[src/rtl/bcd_pkg.sv]
package bcd_pkg;
  localparam int BYTE_W = 8;
  localparam int NIB_W  = BYTE_W / 2;
  localparam int OP_W   = 2;

  typedef struct packed {
    logic [BYTE_W-1:0] res;
    logic              c;
    logic              v;
  } bcd_out_t;
endpackage

[src/rtl/bcd_add_path.sv]
module bcd_add_path
  import bcd_pkg::*;
(
  input  logic [BYTE_W-1:0] d,
  input  logic [BYTE_W-1:0] s,
  input  logic              x,
  output bcd_out_t          o
);
  logic [NIB_W:0]    lo_sum;
  logic [9:0]        raw_sum;
  logic [9:0]        adj_sum;
  logic              cy;
  logic [BYTE_W-1:0] fin;

  always_comb begin
    lo_sum  = {1'b0, d[NIB_W-1:0]} + {1'b0, s[NIB_W-1:0]} + {{NIB_W{1'b0}}, x};
    raw_sum = {2'b00, d[BYTE_W-1:NIB_W], 4'h0} + {2'b00, s[BYTE_W-1:NIB_W], 4'h0}
            + {5'b0, lo_sum};
    adj_sum = raw_sum + ((lo_sum > 5'd9) ? 10'd6 : 10'd0);
    cy      = (adj_sum & 10'h3F0) > 10'h090;
    fin     = adj_sum[BYTE_W-1:0] + (cy ? 8'h60 : 8'h00);
    o.res   = fin;
    o.c     = cy;
    o.v     = ~raw_sum[7] & fin[7];
  end
endmodule

[src/rtl/bcd_sub_path.sv]
module bcd_sub_path
  import bcd_pkg::*;
(
  input  logic [BYTE_W-1:0] d,
  input  logic [BYTE_W-1:0] s,
  input  logic              x,
  output bcd_out_t          o
);
  logic [NIB_W:0]    lo_diff;
  logic              nib_borrow;
  logic              byte_borrow;
  logic [BYTE_W-1:0] raw_diff;
  logic [BYTE_W-1:0] fin;
  logic [9:0]        sub_total;

  always_comb begin
    lo_diff     = {1'b0, d[NIB_W-1:0]} - {1'b0, s[NIB_W-1:0]} - {{NIB_W{1'b0}}, x};
    nib_borrow  = lo_diff[NIB_W];
    raw_diff    = {d[BYTE_W-1:NIB_W], 4'h0} - {s[BYTE_W-1:NIB_W], 4'h0}
                + {{3{lo_diff[NIB_W]}}, lo_diff};
    byte_borrow = {1'b0, d} < ({1'b0, s} + {8'b0, x});
    fin         = raw_diff - (nib_borrow ? 8'h06 : 8'h00) - (byte_borrow ? 8'h60 : 8'h00);
    sub_total   = {2'b00, s} + {9'b0, x} + (nib_borrow ? 10'd6 : 10'd0);
    o.res       = fin;
    o.c         = {2'b00, d} < sub_total;
    o.v         = raw_diff[7] & ~fin[7];
  end
endmodule

[src/rtl/bcd_neg_path.sv]
module bcd_neg_path
  import bcd_pkg::*;
(
  input  logic [BYTE_W-1:0] s,
  input  logic              x,
  output bcd_out_t          o
);
  logic [NIB_W:0]    lo_mag;
  logic [8:0]        neg_val;
  logic              cy;

  always_comb begin
    lo_mag  = {1'b0, s[NIB_W-1:0]} + {{NIB_W{1'b0}}, x};
    neg_val = 9'd0 - {1'b0, s[BYTE_W-1:NIB_W], 4'h0} - {4'b0, lo_mag}
            - ((lo_mag != 5'd0) ? 9'd6 : 9'd0);
    cy      = neg_val[8:4] > 5'h09;
    o.res   = neg_val[BYTE_W-1:0] - (cy ? 8'h60 : 8'h00);
    o.c     = cy;
    o.v     = 1'b0;
  end
endmodule

[src/rtl/bcd_byte_alu.sv]
module bcd_byte_alu
  import bcd_pkg::*;
(
  input  logic              clk,
  input  logic              rst_n,
  input  logic              in_valid,
  output logic              in_ready,
  input  logic [OP_W-1:0]   in_op,
  input  logic [BYTE_W-1:0] in_dst,
  input  logic [BYTE_W-1:0] in_src,
  input  logic              in_x,
  input  logic              in_z,
  output logic              out_valid,
  input  logic              out_ready,
  output logic [BYTE_W-1:0] out_res,
  output logic              out_c,
  output logic              out_x,
  output logic              out_z,
  output logic              out_n,
  output logic              out_v
);
  bcd_out_t add_o, sub_o, neg_o, pick;
  logic     take;

  bcd_add_path u_add (.d(in_dst), .s(in_src), .x(in_x), .o(add_o));
  bcd_sub_path u_sub (.d(in_dst), .s(in_src), .x(in_x), .o(sub_o));
  bcd_neg_path u_neg (.s(in_src), .x(in_x), .o(neg_o));

  always_comb begin
    if (in_op[1])      pick = neg_o;
    else if (in_op[0]) pick = sub_o;
    else               pick = add_o;
  end

  assign in_ready = !out_valid || out_ready;
  assign take     = in_valid && in_ready;

  always_ff @(posedge clk) begin
    if (!rst_n) begin
      out_valid <= 1'b0;
      out_res   <= '0;
      out_c     <= 1'b0;
      out_x     <= 1'b0;
      out_z     <= 1'b0;
      out_n     <= 1'b0;
      out_v     <= 1'b0;
    end else if (take) begin
      out_valid <= 1'b1;
      out_res   <= pick.res;
      out_c     <= pick.c;
      out_x     <= pick.c;
      out_z     <= in_z && (pick.res == '0);
      out_n     <= pick.res[BYTE_W-1];
      out_v     <= pick.v;
    end else if (out_ready) begin
      out_valid <= 1'b0;
    end
  end

  assert_ext_copies_carry_R7: assert property (@(posedge clk) disable iff (!rst_n)
    out_valid |-> (out_x == out_c));

  assert_sign_from_byte_R8: assert property (@(posedge clk) disable iff (!rst_n)
    out_valid |-> (out_n == out_res[BYTE_W-1]));

  assert_zero_only_on_zero_byte_R9: assert property (@(posedge clk) disable iff (!rst_n)
    (out_valid && out_z) |-> (out_res == '0));

  assert_stall_holds_R11: assert property (@(posedge clk) disable iff (!rst_n)
    (out_valid && !out_ready) |=> (out_valid && $stable(out_res) && $stable(out_c)
                                   && $stable(out_v) && $stable(out_z)));

  assert_empty_accepts_R11: assert property (@(posedge clk) disable iff (!rst_n)
    !out_valid |-> in_ready);

  assert_neg_no_overflow_R6: assert property (@(posedge clk) disable iff (!rst_n)
    (take && in_op[1]) |=> !out_v);
endmodule

[config.mk]
export PLATFORM = sky130hd
export DESIGN_NAME = bcd_byte_alu
export DESIGN_NICKNAME = d
export VERILOG_FILES = /design/src/rtl/bcd_pkg.sv /design/src/rtl/bcd_add_path.sv /design/src/rtl/bcd_sub_path.sv /design/src/rtl/bcd_neg_path.sv /design/src/rtl/bcd_byte_alu.sv
export SDC_FILE = /design/constraint.sdc
export NUM_CORES = 1
export LEC_CHECK = 0
export BUFFER_PORTS_ARGS = -buffer_cell sky130_fd_sc_hd__buf_2
export CAP_MARGIN = 30
export CELL_PAD_IN_SITES_DETAIL_PLACEMENT = 1
export CELL_PAD_IN_SITES_GLOBAL_PLACEMENT = 1
export CORE_ASPECT_RATIO = 1.2
export CORE_MARGIN = 8
export CORE_UTILIZATION = 45
export DETAILED_ROUTE_END_ITERATION = 10
export PLACE_DENSITY = 0.82
export RECOVER_POWER = 25
export SKIP_LAST_GASP = 1
export SLEW_MARGIN = 20
export SYNTH_ARGS = -nofsm -noshare
export SYNTH_HDL_FRONTEND = slang
export SYNTH_SLANG_ARGS = --single-unit
[constraint.sdc]
create_clock -name clk -period 7.8 [get_ports clk]
set_clock_uncertainty 0.1 [all_clocks]
set_input_delay 1.56 -clock clk [delete_from_list [all_inputs] [get_ports clk]]
set_output_delay 1.56 -clock clk [all_outputs]
set_load 0.005 [all_outputs]
==> run_summary.xml <==
<?xml version="1.0" encoding="UTF-8"?>
<metrics>
  <group name="run_status">
    <metric name="run_status" unit="">finished clean</metric>
  </group>
  <group name="detailed_routing">
    <metric name="post_drt_wl_per_cell" unit="µm">16.5</metric>
    <metric name="via_count" unit="">2710</metric>
    <metric name="drtAntennaViolNets" unit="">0</metric>
    <metric name="route.detailed.drc" unit="">0</metric>
    <metric name="detailedRoute.firstIterationViolations" unit="">61</metric>
    <metric name="dr.pass1.iters" unit="">4</metric>
    <metric name="detail_route.wirelength" unit="µm">8140</metric>
    <metric name="viasPerCell" unit="">5.49</metric>
  </group>
  <group name="die">
    <metric name="chipHeight" unit="µm">106</metric>
    <metric name="fp.dieW" unit="µm">91.3</metric>
    <metric name="design.portCount" unit="">39</metric>
    <metric name="core" unit="µm²">6730</metric>
    <metric name="floorplan.die_area" unit="µm²">9710</metric>
    <metric name="floorplan.rows" unit="">33</metric>
    <metric name="initial_core_util" unit="">0.455</metric>
  </group>
  <group name="clock_tree">
    <metric name="cts.path.max_buffers" unit="">2</metric>
    <metric name="cts.repair_timing.setup_buffer_count" unit="">0</metric>
    <metric name="clock_tree.root_cell" unit="">clkbuf_8</metric>
    <metric name="cts.htree.levels" unit="">1</metric>
    <metric name="cts_tree" unit="">built</metric>
    <metric name="post_cts_hold_buffer_count" unit="">0</metric>
    <metric name="ctsResizeCount" unit="">0</metric>
    <metric name="clk_transition_reported_paths" unit="ps">60</metric>
    <metric name="cts.sinks" unit="">12</metric>
    <metric name="tritoncts.num_buffers" unit="">3</metric>
    <metric name="clock_insertion_delay_worst_skew" unit="ps">240</metric>
  </group>
  <group name="yosys">
    <metric name="number_of_enable_type_register_cells_in_the_synthesized_netlist" unit="">0</metric>
    <metric name="synthesized_flop_and_latch_total" unit="">12</metric>
    <metric name="net_count_of_the_mapped_netlist" unit="">480</metric>
    <metric name="postSynth.asyncResetShare" unit="">0</metric>
    <metric name="post_synth_xor_area_fraction" unit="">0.120</metric>
    <metric name="synthSimpleGateAreaFrac" unit="">0.184</metric>
    <metric name="seq_area_frac_synth" unit="">0.0785</metric>
    <metric name="synth-compound-area-share" unit="">0.196</metric>
    <metric name="mappedNetlistArea" unit="µm²">3060</metric>
    <metric name="average_cell_area_after_synthesis" unit="µm²">8.14</metric>
    <metric name="main_combinational_cell_family_by_area_after_synthesis" unit="">adder cells</metric>
    <metric name="yosys_warnings" unit="">0</metric>
    <metric name="netlist_instances" unit="">376</metric>
    <metric name="synth_adder_area_share" unit="">0.354</metric>
    <metric name="yosysUniqueCellTypes" unit="">51</metric>
    <metric name="portion_of_netlist_area_occupied_by_mux_cells" unit="">0</metric>
    <metric name="yosys_most_used_dff" unit="">dfxtp_1</metric>
  </group>
  <group name="sta">
    <metric name="timing.final.ws_setup" unit="ps">1140</metric>
    <metric name="hold_violations_final" unit="">0</metric>
    <metric name="timing.slew.headroom" unit="">0.630</metric>
    <metric name="timing_worst_slew_pin_value" unit="ps">551</metric>
    <metric name="period_needed" unit="ps">6660</metric>
    <metric name="timing.final.max_slew_violations" unit="">0</metric>
    <metric name="final_min_period_over_clock_period" unit="">0.853</metric>
    <metric name="max_clock_freq" unit="GHz">0.150</metric>
    <metric name="timing.final.setup_violations" unit="">0</metric>
    <metric name="setup_total_negative_slack" unit="ps">0</metric>
    <metric name="grt_setup_unrepaired" unit="">no</metric>
  </group>
  <group name="critical_path">
    <metric name="crit_path_end_kind" unit="">flop</metric>
    <metric name="worst_setup_path_startpoint" unit="">in_dst[0]</metric>
    <metric name="worst-endpoint-arrival" unit="ps">6730</metric>
    <metric name="worst_r2r_startpoint" unit="">out_valid</metric>
    <metric name="reg2reg_setup_slack" unit="ps">6120</metric>
    <metric name="worstSetupStartpointType" unit="">input pin</metric>
    <metric name="worst_path_required" unit="ps">7880</metric>
    <metric name="criticalPathCategory" unit="">in2reg</metric>
    <metric name="worstPathMaxFanout" unit="">6</metric>
  </group>
  <group name="place">
    <metric name="postPlaceCellArea" unit="µm²">3300</metric>
    <metric name="detailed_place_hpwl" unit="µm">7130</metric>
    <metric name="placer_s_final_routability_congestion_estimate" unit="">0.837</metric>
    <metric name="dp_slack" unit="ps">896</metric>
    <metric name="place.port_buffers" unit="">38</metric>
  </group>
  <group name="global_route">
    <metric name="grt_start_max_net_pins" unit="">20</metric>
    <metric name="grt_first_pass_wirelength" unit="µm">14200</metric>
    <metric name="grt_pass1_vias" unit="">3039</metric>
    <metric name="gr-total-overflow" unit="">0</metric>
    <metric name="initial_antenna_violation_count" unit="">0</metric>
    <metric name="grt_util_all_layers" unit="">0.174</metric>
  </group>
  <group name="hold_path">
    <metric name="hold_path_class" unit="">reg2reg</metric>
    <metric name="worst_hold_start" unit="">out_res[5]</metric>
  </group>
  <group name="finish">
    <metric name="num-fill-cells" unit="">860</metric>
    <metric name="antenna_diode_count" unit="">0</metric>
    <metric name="final_nets" unit="">512</metric>
    <metric name="area_added_between_synthesis_and_finish" unit="%">9.52</metric>
    <metric name="post_route_cells_drive_above_1_share" unit="">0.106</metric>
    <metric name="multi_input_area" unit="µm²">2620</metric>
    <metric name="stdcell_area" unit="µm²">3350</metric>
    <metric name="layout.area.seq" unit="µm²">240</metric>
  </group>
  <group name="power">
    <metric name="power_leakage" unit="nW">1.65</metric>
    <metric name="power_density" unit="nW/µm²">196</metric>
    <metric name="vdd.ir_drop.worst" unit="V">0.0000794</metric>
  </group>
  <group name="flow_run">
    <metric name="max_cap_viol_count" unit="">0</metric>
  </group>
</metrics>
==> layer usage <==
| metal | wire, µm | share of wire | GRT usage |
|---|---|---|---|
| met2 | 4300 | 0.53 | 0.335 |
| met1 | 3490 | 0.43 | 0.194 |
| met3 | 242 | 0.030 | 0.0218 |
| met5 | 0 | 0 | 0 |
| met4 | 106 | 0.013 | 0.0422 |
==> cells in the final DEF (no fill, tap or decap), types with 3 or more instances in the layout <==
cell type | Yosys | layout
inv_1 | 40 | 40
o21ai_0 | 18 | 18
nand2b_1 | 9 | 9
and3_1 | 6 | 6
nor4_1 | 3 | 3
a211oi_1 | 6 | 6
ha_1 | 69 | 69
o31ai_1 | 3 | 3
fa_1 | 11 | 11
a21oi_1 | 29 | 29
nor3b_1 | 3 | 3
buf_2 | 0 | 33
clkbuf_8 | 0 | 4
nand3_1 | 6 | 6
nor2b_1 | 10 | 10
nor2_1 | 16 | 16
a31oi_1 | 3 | 3
a21o_1 | 6 | 6
dfxtp_1 | 12 | 12
and2_1 | 5 | 5
a21boi_0 | 4 | 4
nand4_1 | 3 | 3
xnor2_1 | 23 | 23
xor2_1 | 19 | 19
nand2_1 | 22 | 22
o21a_1 | 6 | 6
clkbuf_1 | 8 | 5
==> Yosys cell counts, drive strengths merged, types with 2 or more instances <==
| library cell | instances | area (µm²) |
|---|---|---|
| a211oi | 6 | 45.0 |
| nand2b | 9 | 56.3 |
| nand4 | 3 | 18.8 |
| buf | 3 | 26.3 |
| nand3 | 6 | 30.0 |
| a21o | 6 | 45.0 |
| a21oi | 29 | 145 |
| dfxtp | 12 | 240 |
| nor2 | 16 | 60.1 |
| nand2 | 22 | 82.6 |
| or3 | 2 | 12.5 |
| xor2 | 19 | 166 |
| o21bai | 2 | 15.0 |
| inv | 40 | 150 |
| o21a | 6 | 45.0 |
| and2 | 5 | 31.3 |
| nor3 | 2 | 10.0 |
| nor3b | 3 | 22.5 |
| o211a | 2 | 20.0 |
| ha | 69 | 863 |
| o31ai | 3 | 22.5 |
| a21boi | 4 | 30.0 |
| a211o | 2 | 17.5 |
| a31oi | 3 | 18.8 |
| o211ai | 2 | 15.0 |
| xnor2 | 23 | 201 |
| nor2b | 10 | 62.6 |
| clkbuf | 8 | 30.0 |
| and3 | 6 | 37.5 |
| nor4b | 3 | 56.3 |
| fa | 11 | 220 |
| nor4 | 3 | 18.8 |
| o21ai | 20 | 100 |
| or2b | 2 | 15.0 |
==> worst paths after layout <==
path	endpoint	cells past startpoint
max	out_z	22
min	out_res[5]	2
max reg2reg	out_z	6
min reg2reg	out_res[5]	2
==> cell families (layout without fill, tap and decap cells) <==
kind of cell / Yosys count / count (layout)
simple gates: 98 / 98
compound gates: 93 / 93
fa+ha+maj: 80 / 80
buf+inv: 51 / 82
xor+xnor: 42 / 42
flops: 12 / 12
==> power breakdown <==
part | internal, mW | switching, mW
registers | 0.0702 | 0.00482
clock network | 0.0446 | 0.0233
logic | 0.226 | 0.289
total | 0.341 | 0.317
==> registers in the layout, summed over array words and instances, names as in the netlist <==
register and count:
out_valid 1, out_res 8, out_z 1, out_v 1
out_x 1
==> final cells by class <==
class / count / share of cell area
inverters: 40 / 0.0448
repair buffers: 38 / 0.0549
multi-input cells: 313 / 0.780
clock buffers: 4 / 0.0164
flip-flops and latches: 12 / 0.0716
well taps: 87 / 0.0325
==> critical path, stage by stage <==
cell and delay [ps]:
buf_2 130, fa_1 470, and3b_1 220, or4_4 490
and2_1 260, o21bai_1 250, ha_1 240, nor2b_1 140
o21ai_0 140, a221oi_2 460, xor2_1 240, o21a_1 230
nor2_1 220, inv_1 80, ha_1 190, ha_1 260
nor2b_1 130, a211oi_1 370, a21oi_1 110, nor4_1 290
nand4_1 120, o21ai_1 120
==> per-stage QoR <==
step           hold WS [ps]  total power, mW  cells   util
6_report                364            0.658    494  0.498
5_1_grt                 396            0.731    494  0.498
4_1_cts                 364            0.666    494  0.499
3_5_place_dp            355            0.592    490  0.491
3_3_place_gp            349            0.568    490  0.491
2_1_floorplan           353            0.470    376      -
Note: power is estimated with default switching activity, not from simulation.
